File: config.mk
export PLATFORM = sky130hd
export DESIGN_NAME = bec_unit
export DESIGN_NICKNAME = d
export VERILOG_FILES = /design/src/rtl/bec_pkg.sv /design/src/rtl/bec_lfsr.sv /design/src/rtl/bec_ctrl.sv /design/src/rtl/bec_unit.sv
export SDC_FILE = /design/constraint.sdc
export NUM_CORES = 1
export LEC_CHECK = 0
export ABC_AREA = 1
export BUFFER_PORTS_ARGS = -buffer_cell sky130_fd_sc_hd__buf_2
export CORE_MARGIN = 3
export CORE_UTILIZATION = 55
export DETAILED_ROUTE_END_ITERATION = 7
export HOLD_SLACK_MARGIN = 0.02
export PLACE_DENSITY = 0.76
export SYNTH_ARGS = -nofsm -noshare
export SYNTH_HDL_FRONTEND = slang
export SYNTH_SLANG_ARGS = --single-unit
File: constraint.sdc
create_clock -name clk -period 5.1 [get_ports clk]
set_input_delay 1.53 -clock clk [delete_from_list [all_inputs] [get_ports clk]]
set_output_delay 1.53 -clock clk [all_outputs]
set_load 0.005 [all_outputs]
File: src/rtl/bec_pkg.sv
package bec_pkg;
  localparam int CW = 32;
  localparam int BW = 11;
  // generator without x^32 term: x^23+x^21+x^11+x^2+1
  localparam logic [CW-1:0] GEN_LOW = 32'h00A0_0805;
  // division by x modulo the generator (x^32 term folds to bit 31)
  localparam logic [CW-1:0] GEN_REV = {1'b1, GEN_LOW[CW-1:1]};

  typedef enum logic [2:0] {
    OP_HOLD, OP_CLR, OP_ENC, OP_DIV, OP_REV, OP_SHL
  } op_t;

  typedef enum logic [2:0] {
    S_IDLE, S_DATA, S_CHECK, S_EMIT, S_TEST, S_SEARCH, S_DONE
  } st_t;
endpackage

File: src/rtl/bec_lfsr.sv
module bec_lfsr
  import bec_pkg::*;
#(
  parameter int CW = bec_pkg::CW,
  parameter logic [CW-1:0] GEN_F = bec_pkg::GEN_LOW,
  parameter logic [CW-1:0] GEN_B = bec_pkg::GEN_REV
) (
  input  logic          clk,
  input  logic          rst_n,
  input  op_t           op,
  input  logic          din,
  output logic [CW-1:0] syn
);
  logic [CW-1:0] r_q;

  always_ff @(posedge clk or negedge rst_n) begin
    if (!rst_n) r_q <= '0;
    else begin
      case (op)
        OP_CLR: r_q <= '0;
        OP_ENC: r_q <= {r_q[CW-2:0], 1'b0} ^ ((din ^ r_q[CW-1]) ? GEN_F : '0);
        OP_DIV: r_q <= {r_q[CW-2:0], din} ^ (r_q[CW-1] ? GEN_F : '0);
        OP_REV: r_q <= {1'b0, r_q[CW-1:1]} ^ (r_q[0] ? GEN_B : '0);
        OP_SHL: r_q <= {r_q[CW-2:0], 1'b0};
        default: r_q <= r_q;
      endcase
    end
  end

  assign syn = r_q;

  // backward stepping is invertible: a nonzero syndrome never collapses (R6 search)
  p_rev_nonzero_r6: assert property (@(posedge clk) disable iff (!rst_n)
    (op == OP_REV && r_q != '0) |=> (r_q != '0));
endmodule

File: src/rtl/bec_ctrl.sv
module bec_ctrl
  import bec_pkg::*;
#(
  parameter int CW    = bec_pkg::CW,
  parameter int BW    = bec_pkg::BW,
  parameter int LEN_W = 16
) (
  input  logic             clk,
  input  logic             rst_n,
  input  logic             start,
  input  logic             mode_rd,
  input  logic             field_end,
  input  logic             in_valid,
  input  logic             out_ready,
  input  logic [CW-1:0]    syn,
  output logic             in_ready,
  output logic             out_valid,
  output op_t              op,
  output logic             flag_rdy,
  output logic             flag_dck,
  output logic             flag_cerr,
  output logic             flag_hard,
  output logic [LEN_W-1:0] err_pos,
  output logic [BW-1:0]    err_pat
);
  localparam logic [LEN_W-1:0] CW_LAST = LEN_W'(CW - 1);

  st_t              st_q;
  logic             rd_q;
  logic [LEN_W-1:0] len_q, cnt_q;
  logic             in_fire, out_fire, found, last_k;

  assign in_ready  = (st_q == S_DATA) || (st_q == S_CHECK);
  assign out_valid = (st_q == S_EMIT);
  assign in_fire   = in_valid && in_ready;
  assign out_fire  = out_valid && out_ready;
  assign found     = (syn[CW-1:BW] == '0);
  assign last_k    = (cnt_q == len_q + CW_LAST);

  always_comb begin
    op = OP_HOLD;
    if (start) op = OP_CLR;
    else begin
      case (st_q)
        S_DATA:   if (in_fire) op = rd_q ? OP_DIV : OP_ENC;
        S_CHECK:  if (in_fire) op = OP_DIV;
        S_EMIT:   if (out_fire) op = OP_SHL;
        S_SEARCH: if (!found && !last_k) op = OP_REV;
        default:  op = OP_HOLD;
      endcase
    end
  end

  always_ff @(posedge clk or negedge rst_n) begin
    if (!rst_n) begin
      st_q <= S_IDLE; rd_q <= 1'b0; len_q <= '0; cnt_q <= '0;
      flag_rdy <= 1'b1; flag_dck <= 1'b0; flag_cerr <= 1'b0; flag_hard <= 1'b0;
      err_pos <= '0; err_pat <= '0;
    end else if (start) begin
      st_q <= S_DATA; rd_q <= mode_rd; len_q <= '0; cnt_q <= '0;
      flag_rdy <= 1'b0; flag_dck <= 1'b0; flag_cerr <= 1'b0; flag_hard <= 1'b0;
      err_pos <= '0; err_pat <= '0;
    end else begin
      case (st_q)
        S_DATA: begin
          if (in_fire) len_q <= len_q + 1'b1;
          if (field_end) begin
            st_q  <= rd_q ? S_CHECK : S_EMIT;
            cnt_q <= '0;
          end
        end
        S_CHECK: if (in_fire) begin
          cnt_q <= cnt_q + 1'b1;
          if (cnt_q == CW_LAST) st_q <= S_TEST;
        end
        S_EMIT: if (out_fire) begin
          cnt_q <= cnt_q + 1'b1;
          if (cnt_q == CW_LAST) begin
            st_q <= S_DONE; flag_rdy <= 1'b1;
          end
        end
        S_TEST: begin
          cnt_q <= '0;
          if (syn == '0) begin
            st_q <= S_DONE; flag_rdy <= 1'b1;
          end else st_q <= S_SEARCH;
        end
        S_SEARCH: begin
          if (found) begin
            err_pos <= cnt_q; err_pat <= syn[BW-1:0];
            flag_dck <= 1'b1; flag_cerr <= 1'b1; flag_rdy <= 1'b1;
            st_q <= S_DONE;
          end else if (last_k) begin
            flag_hard <= 1'b1; flag_dck <= 1'b1; flag_cerr <= 1'b1; flag_rdy <= 1'b1;
            st_q <= S_DONE;
          end else cnt_q <= cnt_q + 1'b1;
        end
        default: st_q <= st_q;
      endcase
    end
  end

  // a finished operation accepts nothing and offers nothing
  p_halt_r7: assert property (@(posedge clk) disable iff (!rst_n)
    flag_rdy |-> (!in_ready && !out_valid));
  // a start wipes the status in the next cycle
  p_start_clear_r8: assert property (@(posedge clk) disable iff (!rst_n)
    start |=> (!flag_rdy && !flag_dck && !flag_hard && err_pat == '0));
  // a located burst lies inside the codeword
  p_pos_bound_r5: assert property (@(posedge clk) disable iff (!rst_n)
    (flag_dck && !flag_hard) |-> (err_pos <= len_q + CW_LAST));
endmodule

File: src/rtl/bec_unit.sv
module bec_unit
  import bec_pkg::*;
#(
  parameter int LEN_W = 16
) (
  input  logic             clk,
  input  logic             rst_n,
  input  logic             start,
  input  logic             mode_rd,
  input  logic             field_end,
  input  logic             in_valid,
  input  logic             in_bit,
  output logic             in_ready,
  output logic             out_valid,
  output logic             out_bit,
  input  logic             out_ready,
  output logic             flag_rdy,
  output logic             flag_dck,
  output logic             flag_cerr,
  output logic             flag_hard,
  output logic [LEN_W-1:0] err_pos,
  output logic [BW-1:0]    err_pat
);
  op_t           op;
  logic [CW-1:0] syn;

  bec_lfsr #(.CW(CW), .GEN_F(GEN_LOW), .GEN_B(GEN_REV)) u_lfsr (
    .clk(clk), .rst_n(rst_n), .op(op), .din(in_bit), .syn(syn)
  );

  bec_ctrl #(.CW(CW), .BW(BW), .LEN_W(LEN_W)) u_ctrl (
    .clk(clk), .rst_n(rst_n), .start(start), .mode_rd(mode_rd),
    .field_end(field_end), .in_valid(in_valid), .out_ready(out_ready),
    .syn(syn), .in_ready(in_ready), .out_valid(out_valid), .op(op),
    .flag_rdy(flag_rdy), .flag_dck(flag_dck), .flag_cerr(flag_cerr),
    .flag_hard(flag_hard), .err_pos(err_pos), .err_pat(err_pat)
  );

  assign out_bit = syn[CW-1];

  // streams never run together
  p_io_excl_r2: assert property (@(posedge clk) disable iff (!rst_n)
    !(in_ready && out_valid));
  // back-pressure holds the offered check bit
  p_out_hold_r9: assert property (@(posedge clk) disable iff (!rst_n)
    (out_valid && !out_ready && !start) |=> (out_valid && $stable(out_bit)));
  // hard implies the full flag set
  p_hard_flags_r6: assert property (@(posedge clk) disable iff (!rst_n)
    flag_hard |-> (flag_dck && flag_cerr && flag_rdy));
  // a correctable result always carries a nonzero pattern
  p_corr_pat_r4: assert property (@(posedge clk) disable iff (!rst_n)
    (flag_dck && !flag_hard) |-> (flag_cerr && flag_rdy && err_pat != '0));
endmodule

==> PnR_summary.wiki <==
{| class="wikitable"
! Metric !! Value
|-
| Status || completed
|-
| Type of the tightest min-delay check || register to register
|-
| H-Tree Depth || 3
|-
| End of the worst register-to-register path || u_ctrl.cnt_q[15]
|-
| Largest driver fanout on the critical path || 32
|-
| Post-Syn Nets || 834
|-
| CP Launch Type || register
|-
| Total GRT Usage || 0.252
|-
| Fmax achieved || 297 MHz
|-
| Total via count in the routed design || 5,597
|-
| Reg clk slew, reported paths || 100 ps
|-
| Number of maximum-capacitance constraint violations || 0
|-
| Place WS || approximately 1600 ps
|-
| Sequential element share of the synthesized area || 0.412
|-
| Layout cells sized above 1 || 0.107
|-
| Setup-violating endpoint count in the final report || 0
|-
| Yosys warnings || 0
|-
| Total standard cell area after synthesis || between 5000 and 6000 sq um
|-
| Leak pwr || a little over 3 nW
|-
| Peak supply drop || roughly 0.16 mV
|-
| Period minus WS final || ~3400 ps
|-
| Fin Clk Skew || 14.7 ps
|-
| Post-cts hold buffer count || 0
|-
| Core Area || 10,400 sq um
|-
| GP Congestion || 0.921
|-
| Pwr per Cell Area || 313 nW/um^2
|-
| Port Buffer Count || 41
|-
| WL final || between 10,000 and 15,000 microns
|-
| Relative slew slack || 0.281
|-
| Last element of the critical path || u_ctrl.cnt_q[15]
|-
| Reg2reg path depth || 15
|-
| Number of remaining DRC errors || 0
|-
| CP endpoint kind || register
|-
| Detailed Place HPWL || 10,200 microns
|-
| Fill cell instance count of the final layout || 957
|-
| Unrepaired setup endpoints after global routing || no
|-
| CTS root buffer || sky130_fd_sc_hd__clkbuf_8
|-
| Maximum number of pins on one net before global-route repair || 77
|-
| Starting utilization of the core area || 0.571
|-
| Buffer count from post-CTS setup fixing || 0
|-
| Reg-to-reg critical path startpoint || u_ctrl.len_q[0]
|-
| Synth-to-layout area growth || 6.98%
|-
| Die height || 110 microns
|-
| DRC violation total after the first TritonRoute iteration || a little under 600
|-
| Slew of the pin with the lowest slew margin || 1080 ps
|-
| Total clock sinks || 98
|-
| Via count of the first global-routing pass || 4,879
|-
| Width of the chip || 110 microns
|-
| Final number of hold-violating endpoints || 0
|-
| Area of combinational cells with multiple inputs || about 2800 sq um
|-
| Overall Power || 1.99 mW
|-
| Count of inserted antenna diode cells || 0
|-
| Insertion delay of the later-clocked pin in the worst-skew pair || 370 ps
|-
| Crit path from || u_ctrl.len_q[0]
|-
| Data required time at the worst endpoint || 5310 ps
|-
| CTS resizes || 0
|-
| Critical path class || register to register
|-
| Sum of negative setup slack || 0 ps
|-
| Total number of nets in the final design || 857
|-
| Post-Synthesis Cells || 823
|-
| Number of vias per cell || 5.67
|-
| Fin worst setup slack || approximately 1700 ps
|-
| Register bit count reported by yosys || 98
|-
| Routed WL per cell || around 15 microns
|-
| Arrival time worst endpoint || 3570 ps
|-
| Global-route wire length before repair || around 24,000 microns
|-
| Count of final max-slew check failures || 0
|-
| GR Overflow Total || 0
|-
| Average cell area after synthesis || between 7 and 8 sq um
|-
| Fin crit share || 0.660
|-
| Buffer depth of the longest clock path || 2
|-
| FF/Latch Area || 2450 sq um
|-
| Clock tree from TritonCTS || built
|-
| Count of standard-cell rows || 37
|-
| Count of different cell masters after synthesis || 40
|-
| Final ANT Viol Nets || 0
|-
| Total die area || ~12,000 sq um
|-
| Number of top-level pins || 42
|-
| Antenna violations before repair || 0
|-
| Clock buffers created by TritonCTS || 9
|-
| Reg-to-reg setup timing slack || 1740 ps
|-
| Drt first pass iters || 6
|}
[cell type report]
class,instances,share of cell area
clock inverters,7,0.00924
well taps,136,0.0267
clock buffers,9,0.0195
repair buffers,45,0.0374
flip-flops and latches,98,0.385
inverters,126,0.0743
multi-input cells,566,0.447
[synthesized netlist by cell type]
| cell type | instances | area share |
|---|---|---|
| sky130_fd_sc_hd__a21oi_2 | 1 | 0.0015 |
| sky130_fd_sc_hd__ha_1 | 3 | 0.0063 |
| sky130_fd_sc_hd__xnor2_1 | 4 | 0.0059 |
| sky130_fd_sc_hd__clkinv_1 | 2 | 0.0013 |
| sky130_fd_sc_hd__o211ai_1 | 3 | 0.0038 |
| sky130_fd_sc_hd__o21ai_0 | 65 | 0.055 |
| sky130_fd_sc_hd__a211oi_1 | 3 | 0.0038 |
| sky130_fd_sc_hd__dfrtp_1 | 97 | 0.41 |
| sky130_fd_sc_hd__buf_1 | 5 | 0.0032 |
| sky130_fd_sc_hd__inv_2 | 2 | 0.0013 |
| sky130_fd_sc_hd__buf_6 | 3 | 0.0057 |
| sky130_fd_sc_hd__o21a_1 | 2 | 0.0025 |
| sky130_fd_sc_hd__clkbuf_1 | 12 | 0.0076 |
| sky130_fd_sc_hd__nand3_2 | 6 | 0.010 |
| sky130_fd_sc_hd__nand3_1 | 52 | 0.044 |
| sky130_fd_sc_hd__buf_4 | 5 | 0.0063 |
| sky130_fd_sc_hd__inv_1 | 122 | 0.077 |
| sky130_fd_sc_hd__a221oi_1 | 2 | 0.0029 |
| sky130_fd_sc_hd__nor2_1 | 68 | 0.043 |
| sky130_fd_sc_hd__nand2_1 | 184 | 0.12 |
| sky130_fd_sc_hd__o21bai_1 | 3 | 0.0038 |
| sky130_fd_sc_hd__clkbuf_2 | 1 | 0.00084 |
| sky130_fd_sc_hd__nor3_2 | 3 | 0.0050 |
| sky130_fd_sc_hd__a31oi_1 | 2 | 0.0021 |
| sky130_fd_sc_hd__dfstp_2 | 1 | 0.0044 |
| sky130_fd_sc_hd__o22ai_1 | 1 | 0.0011 |
| sky130_fd_sc_hd__o21ai_2 | 1 | 0.0015 |
| sky130_fd_sc_hd__nand3b_1 | 3 | 0.0038 |
| sky130_fd_sc_hd__nor4_1 | 11 | 0.012 |
| sky130_fd_sc_hd__nand4_1 | 55 | 0.058 |
| sky130_fd_sc_hd__or2_2 | 4 | 0.0042 |
| sky130_fd_sc_hd__nor2_2 | 2 | 0.0021 |
| sky130_fd_sc_hd__buf_2 | 7 | 0.0059 |
| sky130_fd_sc_hd__o21ai_1 | 30 | 0.025 |
| sky130_fd_sc_hd__xor2_1 | 18 | 0.026 |
| sky130_fd_sc_hd__o211a_1 | 2 | 0.0034 |
| sky130_fd_sc_hd__nand2_2 | 6 | 0.0063 |
| sky130_fd_sc_hd__a21oi_1 | 13 | 0.011 |
| sky130_fd_sc_hd__nor2_4 | 3 | 0.0057 |
| sky130_fd_sc_hd__nor3_1 | 16 | 0.013 |
[worst max-delay path, stage by stage, from the launching register on]
cell	delay [ps]
sky130_fd_sc_hd__dfrtp_1	420
sky130_fd_sc_hd__inv_1	210
sky130_fd_sc_hd__ha_1	220
sky130_fd_sc_hd__inv_1	60
sky130_fd_sc_hd__nor2_1	170
sky130_fd_sc_hd__nand2_2	180
sky130_fd_sc_hd__nand2_2	140
sky130_fd_sc_hd__nand2_1	60
sky130_fd_sc_hd__nand2_1	60
sky130_fd_sc_hd__inv_1	40
sky130_fd_sc_hd__nor2_1	70
sky130_fd_sc_hd__nand3_1	70
sky130_fd_sc_hd__nor2_1	110
sky130_fd_sc_hd__nand3_2	250
sky130_fd_sc_hd__o21ai_2	920
sky130_fd_sc_hd__o21ai_0	220
[per-stage QoR]
stage	std cells	instance area, sq um	hold slack [ps]	util
2_1_floorplan	823	5950	453	-
3_3_place_gp	971	6180	466	0.594
3_5_place_dp	971	6180	467	0.594
4_1_cts	987	6360	485	0.611
5_1_grt	987	6360	499	0.611
6_report	987	6360	482	0.611
[layer usage]
metal / share of wire / GRT usage / vias up
met4: 0.014 / 0.0828 / 0
met5: 0 / 0 / -
li1: - / - / 2754
met1: 0.48 / 0.391 / 2595
met2: 0.43 / 0.363 / 231
met3: 0.070 / 0.0315 / 17
[logic make-up (layout without fill, tap and decap cells)]
logic type | count (synthesis) | after routing | share of synthesized area
buf+inv | 159 | 187 | 0.109
simple gates | 413 | 413 | 0.323
xor+xnor | 22 | 22 | 0.0324
flops | 98 | 98 | 0.412
compound gates | 128 | 128 | 0.117
fa+ha+maj | 3 | 3 | 0.00631
[layout by cell type (no fill, tap or decap), drive strengths merged, types with 11 or more instances in the layout]
cell,count
buf,45
inv,128
nand2,190
o21ai,96
nor2,73
dfrtp,97
xor2,18
nor3,19
a21oi,14
nor4,11
nand4,55
nand3,58
[worst min-delay path by stage]
stage,from,endpoint,slack (ps),cells after the start
4_1_cts,u_ctrl.flag_rdy,u_ctrl.flag_rdy,480,2
3_3_place_gp,u_ctrl.flag_rdy,u_ctrl.flag_rdy,470,2
5_1_grt,u_ctrl.flag_rdy,u_ctrl.flag_rdy,500,2
6_report,u_ctrl.flag_rdy,u_ctrl.flag_rdy,480,2
3_5_place_dp,u_ctrl.flag_rdy,u_ctrl.flag_rdy,470,2
2_1_floorplan,u_ctrl.len_q[15],u_ctrl.len_q[15],450,1
[registers in the layout, summed over array words and instances (netlist names)]
signal            flops
u_ctrl.flag_rdy       1
u_ctrl.rd_q           1
u_ctrl.err_pos       16
u_ctrl.cnt_q         16
u_ctrl.err_pat       11
u_ctrl.len_q         16
u_lfsr.syn           32
u_ctrl.flag_cerr      1
u_ctrl.st_q           3
u_ctrl.flag_hard      1
[power by group]
part	switching [mW]	total, mW	leakage (nW)	internal (mW)
Clock	0.295	0.481	0.0925	0.186
Combinational	0.462	0.632	1.57	0.170
Sequential	0.0575	0.879	1.36	0.822
No activity file was read; power rests on OpenSTA's default activity.
